==> config.mk <==
export PLATFORM = sky130hd
export DESIGN_NAME = pc_steer
export DESIGN_NICKNAME = d
export VERILOG_FILES = /design/src/rtl/pc_steer_pkg.sv /design/src/rtl/pc_cond_eval.sv /design/src/rtl/pc_target_calc.sv /design/src/rtl/pc_ret_stack.sv /design/src/rtl/pc_steer.sv
export SDC_FILE = /design/constraint.sdc
export NUM_CORES = 1
export LEC_CHECK = 0
export ABC_AREA = 1
export ABC_CLOCK_PERIOD_IN_PS = 11400
export BUFFER_PORTS_ARGS = -buffer_cell sky130_fd_sc_hd__buf_2
export CAP_MARGIN = 10
export CELL_PAD_IN_SITES_DETAIL_PLACEMENT = 0
export CELL_PAD_IN_SITES_GLOBAL_PLACEMENT = 1
export CORE_ASPECT_RATIO = 1.4
export CORE_MARGIN = 5
export CORE_UTILIZATION = 40
export CTS_CLUSTER_DIAMETER = 120
export CTS_CLUSTER_SIZE = 30
export DETAILED_ROUTE_END_ITERATION = 8
export PLACE_DENSITY = 0.81
export REMOVE_ABC_BUFFERS = 1
export SKIP_CTS_REPAIR_TIMING = 1
export SYNTH_ARGS = -nofsm -noshare
export SYNTH_HDL_FRONTEND = slang
export SYNTH_HIERARCHICAL = 1
export SYNTH_SLANG_ARGS = --single-unit
==> constraint.sdc <==
create_clock -name clk -period 11.4 [get_ports clk]
set_input_delay 3.42 -clock clk [delete_from_list [all_inputs] [get_ports clk]]
set_output_delay 3.42 -clock clk [all_outputs]
set_load 0.02 [all_outputs]
==> src/rtl/pc_steer_pkg.sv <==
package pc_steer_pkg;
  typedef enum logic [3:0] {
    XK_SEQ  = 4'd0,
    XK_JABS = 4'd1,
    XK_JREL = 4'd2,
    XK_JIND = 4'd3,
    XK_CABS = 4'd4,
    XK_CREL = 4'd5,
    XK_CIND = 4'd6,
    XK_RET  = 4'd7,
    XK_BRC  = 4'd8
  } xfer_kind_e;

  typedef enum logic [2:0] {
    CS_CSET = 3'd0,
    CS_CCLR = 3'd1,
    CS_ZSET = 3'd2,
    CS_ZCLR = 3'd3,
    CS_NSET = 3'd4,
    CS_NCLR = 3'd5,
    CS_VSET = 3'd6,
    CS_VCLR = 3'd7
  } cond_sel_e;
endpackage

==> src/rtl/pc_cond_eval.sv <==
module pc_cond_eval (
  input  logic [2:0] sel,
  input  logic       fz,
  input  logic       fc,
  input  logic       fn,
  input  logic       fv,
  output logic       hit
);
  logic [7:0] cand;
  // even codes test a flag set, odd codes test it clear
  assign cand = {~fv, fv, ~fn, fn, ~fz, fz, ~fc, fc};
  assign hit  = cand[sel];
endmodule

==> src/rtl/pc_target_calc.sv <==
module pc_target_calc #(
  parameter int PC_W  = 22,
  parameter int REL_W = 12,
  parameter int BR_W  = 7,
  parameter int ZP_W  = 16
) (
  input  logic [PC_W-1:0]  pc_cur,
  input  logic [REL_W-1:0] rel_off,
  input  logic [BR_W-1:0]  br_off,
  input  logic [ZP_W-1:0]  zptr,
  output logic [PC_W-1:0]  inc1,
  output logic [PC_W-1:0]  inc2,
  output logic [PC_W-1:0]  rel_tgt,
  output logic [PC_W-1:0]  br_tgt,
  output logic [PC_W-1:0]  ind_tgt
);
  localparam int REL_PAD = PC_W - REL_W;
  localparam int BR_PAD  = PC_W - BR_W;
  localparam int ZP_PAD  = PC_W - ZP_W;

  logic [PC_W-1:0] rel_ext, br_ext;

  assign rel_ext = {{REL_PAD{rel_off[REL_W-1]}}, rel_off};
  assign br_ext  = {{BR_PAD{br_off[BR_W-1]}}, br_off};

  assign inc1    = pc_cur + PC_W'(1);
  assign inc2    = pc_cur + PC_W'(2);
  assign rel_tgt = inc1 + rel_ext;
  assign br_tgt  = inc1 + br_ext;
  assign ind_tgt = {{ZP_PAD{1'b0}}, zptr};
endmodule

==> src/rtl/pc_ret_stack.sv <==
module pc_ret_stack #(
  parameter int W     = 22,
  parameter int DEPTH = 8
) (
  input  logic         clk,
  input  logic         rst_n,
  input  logic         push,
  input  logic         pop,
  input  logic [W-1:0] din,
  output logic [W-1:0] dout,
  output logic         empty,
  output logic         err
);
  localparam int CW = $clog2(DEPTH + 1);
  localparam int PW = (DEPTH > 1) ? $clog2(DEPTH) : 1;

  logic [W-1:0]  mem [DEPTH];
  logic [CW-1:0] cnt;
  logic [CW-1:0] cnt_m1;
  logic          full;

  assign full   = (cnt == CW'(DEPTH));
  assign empty  = (cnt == '0);
  assign cnt_m1 = cnt - CW'(1);
  assign dout   = mem[cnt_m1[PW-1:0]];

  always_ff @(posedge clk) begin
    if (push && !full) mem[cnt[PW-1:0]] <= din;
  end

  always_ff @(posedge clk) begin
    if (!rst_n) begin
      cnt <= '0;
      err <= 1'b0;
    end else begin
      if (push) begin
        if (full) err <= 1'b1;
        else      cnt <= cnt + CW'(1);
      end else if (pop) begin
        if (empty) err <= 1'b1;
        else       cnt <= cnt_m1;
      end
    end
  end
endmodule

==> src/rtl/pc_steer.sv <==
module pc_steer
  import pc_steer_pkg::*;
#(
  parameter int PC_W  = 22,
  parameter int REL_W = 12,
  parameter int BR_W  = 7,
  parameter int ZP_W  = 16,
  parameter int DEPTH = 8
) (
  input  logic             clk,
  input  logic             rst_n,
  input  logic             step,
  input  logic [3:0]       kind,
  input  logic [2:0]       cond_sel,
  input  logic [PC_W-1:0]  abs_target,
  input  logic [REL_W-1:0] rel_off,
  input  logic [BR_W-1:0]  br_off,
  input  logic             flag_z,
  input  logic             flag_c,
  input  logic             flag_n,
  input  logic             flag_v,
  input  logic [ZP_W-1:0]  zptr,
  output logic [PC_W-1:0]  pc,
  output logic             flush,
  output logic             stack_err
);
  logic [PC_W-1:0] inc1, inc2, rel_tgt, br_tgt, ind_tgt;
  logic [PC_W-1:0] stk_top, ret_addr, nxt;
  logic            cond_hit, stk_empty, taken, do_push, do_pop;
  xfer_kind_e      k;

  assign k = xfer_kind_e'(kind);

  pc_target_calc #(.PC_W(PC_W), .REL_W(REL_W), .BR_W(BR_W), .ZP_W(ZP_W)) u_tgt (
    .pc_cur(pc), .rel_off(rel_off), .br_off(br_off), .zptr(zptr),
    .inc1(inc1), .inc2(inc2), .rel_tgt(rel_tgt), .br_tgt(br_tgt), .ind_tgt(ind_tgt)
  );

  pc_cond_eval u_cond (
    .sel(cond_sel), .fz(flag_z), .fc(flag_c), .fn(flag_n), .fv(flag_v), .hit(cond_hit)
  );

  pc_ret_stack #(.W(PC_W), .DEPTH(DEPTH)) u_stk (
    .clk(clk), .rst_n(rst_n), .push(do_push), .pop(do_pop),
    .din(ret_addr), .dout(stk_top), .empty(stk_empty), .err(stack_err)
  );

  assign ret_addr = (k == XK_CABS) ? inc2 : inc1;
  assign do_push  = step && (k == XK_CABS || k == XK_CREL || k == XK_CIND);
  assign do_pop   = step && (k == XK_RET);

  always_comb begin
    nxt   = inc1;
    taken = 1'b0;
    unique case (k)
      XK_JABS, XK_CABS: begin nxt = abs_target; taken = 1'b1; end
      XK_JREL, XK_CREL: begin nxt = rel_tgt;    taken = 1'b1; end
      XK_JIND, XK_CIND: begin nxt = ind_tgt;    taken = 1'b1; end
      XK_RET: begin
        if (!stk_empty) begin nxt = stk_top; taken = 1'b1; end
      end
      XK_BRC: begin
        if (cond_hit) begin nxt = br_tgt; taken = 1'b1; end
      end
      default: ;
    endcase
  end

  always_ff @(posedge clk) begin
    if (!rst_n) begin
      pc    <= '0;
      flush <= 1'b0;
    end else begin
      flush <= step && taken;
      if (step) pc <= nxt;
    end
  end
endmodule

==> run metrics <==
initial DRC count around 740; CTS Buf Count 10; WL/cell 17.8 um; initial antenna violation count 0; share of post-route cells with drive strength above 1 10.4%; Pwr Density ~110 nW/um2; gr ovfl total 0; Worst R2R End pc[20]; Fmax 0.176 GHz; Period minus WS final 5.67 ns; Post-Route Setup TNS 0 ns; ys async rst share 0%; initial core utilization 40.6%; Detail Route Antenna Nets 0; diodes inserted 0; # rows 80; CP endpoint kind flop; Final HPWL DP ~31 mm; Slew Viols, Final 0; synthesis-stage register bit count 204; top_reg_cell synth edfxtp_1; via/cell ratio around 5.2; RSZ-0062 raised after global routing no; Post-Route WL 40.6 mm; Hold Fails Final Rpt 0; Mapped Area 13900 um2; Die Y 231 um; Least-Margin Pin Slew 0.961 ns; Worst Reg-to-Reg Cells 22; Root Driver clkbuf_16; I/O pin count 95; largest net degree at the start of global routing between 70 and 80; pre-CTS setup slack 5.21 ns; fin nets about 2000; status complete, no violations; Total GRT Usage between 20% and 30%; Crit path required time 11.55 ns; Gate Count Post-Synth 1792; met1 usage approximately 24%; count of different cell masters after synthesis between 40 and 50; synth warn 6; commonest cells after routing, fill and taps aside nand2_1, nor2_1, edfxtp_1; Clock Pin Slew Worst Setup and Hold Paths 0.11 ns; EDFF count, synth 176; syn_area_per_cell 7.76 um2; Worst path max stage delay roughly 0.6 ns; worst hold slack 0.598 ns; critical-path cell list buf_2, inv_1, nor2_1, nand2_1, nor2_2, buf_4; Slew HR 35.8%; Final Cell Area 14800 um2; Worst IR Drop VDD 0.0780 mV; grt peak-use layer met2; maximum capacitance violations 0; sequential fraction of the synthesis area 42.0%; synth-to-layout area growth 6.26%; CTS Buffer Depth 3; Critical Path Fanout Max 46; Critical Path AT 5.82 ns; Post-DP Area approximately 14000 um2; Num Clock Sinks 204; met3 usage 0.736%; Core Util, Final 43.2%; CP Launch Point step; vias in the first global route 11692; vias 11896; iteration count of the initial detailed-routing pass 5; critical path class input pin to flop; Crit-path slowest cell buf_2; GRT met2 Usage 37.9%; Worst Skew 0.0280 ns; period utilization 49.7%; PnR worst setup slack 5.73 ns; total core area ~34000 um2; Leakage Power 6.47 nW; fillers 3513; FF-to-FF setup slack 7.00 ns; endpoints failing setup 0; Die W 168 um; HP Class flop to flop; reg-to-reg startpoint pc[0]; CP Capture Point u_stk/mem[0][16]; global-route wire length before repair 63.2 mm; IO Port Bufs 94; DR DRC count 0; Clock Latency Late Sink 0.47 ns; GPL Wtd Cong 0.973; DIE AREA 38700 um2; CTS tree done; H-tree levels 1; crit start category input pin; most common cell after layout, fill and taps aside nand2_1
## power by group
| group | internal (mW) | switching (mW) | leakage, nW | total, mW |
|---|---|---|---|---|
| Sequential | 0.831 | 0.0173 | 1.84 | 0.848 |
| Clock | 0.181 | 0.223 | 0.144 | 0.404 |
| Combinational | 0.141 | 0.286 | 4.49 | 0.427 |
| Total | 1.15 | 0.527 | 6.47 | 1.68 |
## cells in the mapped netlist, drive strengths merged (4+ instances only)
| cell | n | area (um2) |
|---|---|---|
| a21oi | 45 | 225 |
| buf | 78 | 599 |
| clkbuf | 15 | 60.1 |
| dfxtp | 28 | 561 |
| edfxtp | 176 | 5290 |
| ha | 55 | 688 |
| inv | 114 | 430 |
| mux2 | 22 | 248 |
| mux2i | 5 | 50.1 |
| nand2 | 535 | 2050 |
| nand3 | 73 | 375 |
| nand4 | 38 | 238 |
| nor2 | 317 | 1270 |
| nor3 | 8 | 40.0 |
| nor4 | 5 | 31.3 |
| o21a | 22 | 165 |
| o21ai | 170 | 851 |
| o21bai | 9 | 67.6 |
| or2 | 4 | 25.0 |
| xnor2 | 12 | 113 |
| xor2 | 45 | 402 |
## cells by family after synthesis
| logic type | share of synthesized area (%) |
|---|---|
| and+or+nand+nor | 29.3 |
| AOI/OAI and AO/OA | 9.74 |
| buffers and inverters | 7.86 |
| DFF | 42.0 |
| adders and majority gates | 5.23 |
| xor gates and xnor gates | 3.70 |
| muxes | 2.14 |
| other | 0.0270 |
## worst min path at each step
stage                 start            to  slack (ns)  cells past startpoint
2_1_floorplan  u_stk/cnt[1]  u_stk/cnt[1]        0.51                      2
3_3_place_gp   u_stk/cnt[1]  u_stk/cnt[1]        0.56                      2
3_5_place_dp   u_stk/cnt[1]  u_stk/cnt[1]        0.57                      2
4_1_cts        u_stk/cnt[1]  u_stk/cnt[1]        0.59                      2
5_1_grt        u_stk/cnt[1]  u_stk/cnt[1]        0.64                      2
6_report       u_stk/cnt[1]  u_stk/cnt[1]        0.60                      2
## per-layer routing
| metal | routed length [um] | share of wire, % | vias to the layer above |
|---|---|---|---|
| met4 | 1870 | 4.6 | 0 |
| li1 | - | - | 5955 |
| met1 | 16300 | 40 | 5567 |
| met2 | 21200 | 52 | 288 |
| met5 | 0 | 0 | - |
| met3 | 1300 | 3.2 | 86 |
## per-stage QoR
step | total power [mW] | instances
5_1_grt | 1.77 | 2283
2_1_floorplan | 1.15 | 1704
6_report | 1.68 | 2283
4_1_cts | 1.69 | 2283
3_3_place_gp | 1.29 | 2267
3_5_place_dp | 1.29 | 2267
## area by class of cell
cell class	instances	area, um2	area share, %
flip-flops and latches	204	5850	39.6
inverters	115	434	2.94
clock buffers	15	290	1.96
multi-input cells	1385	7030	47.6
repair buffers	112	606	4.10
well taps	451	564	3.82
clock inverters	1	8.76	0.0592
## sequential cells by signal, summed over array words and instances (netlist names)
register,cells
u_stk/err,1
flush,1
pc,22
u_stk/mem,176
u_stk/cnt,4
## critical path, delay by kind of cell
| kind | cells | cell delay (ns) |
|---|---|---|
| AND/OR/NAND/NOR | 3 | 1.30 |
| buffers and inverters | 3 | 1.09 |
Power figures use the tool's default switching activity.
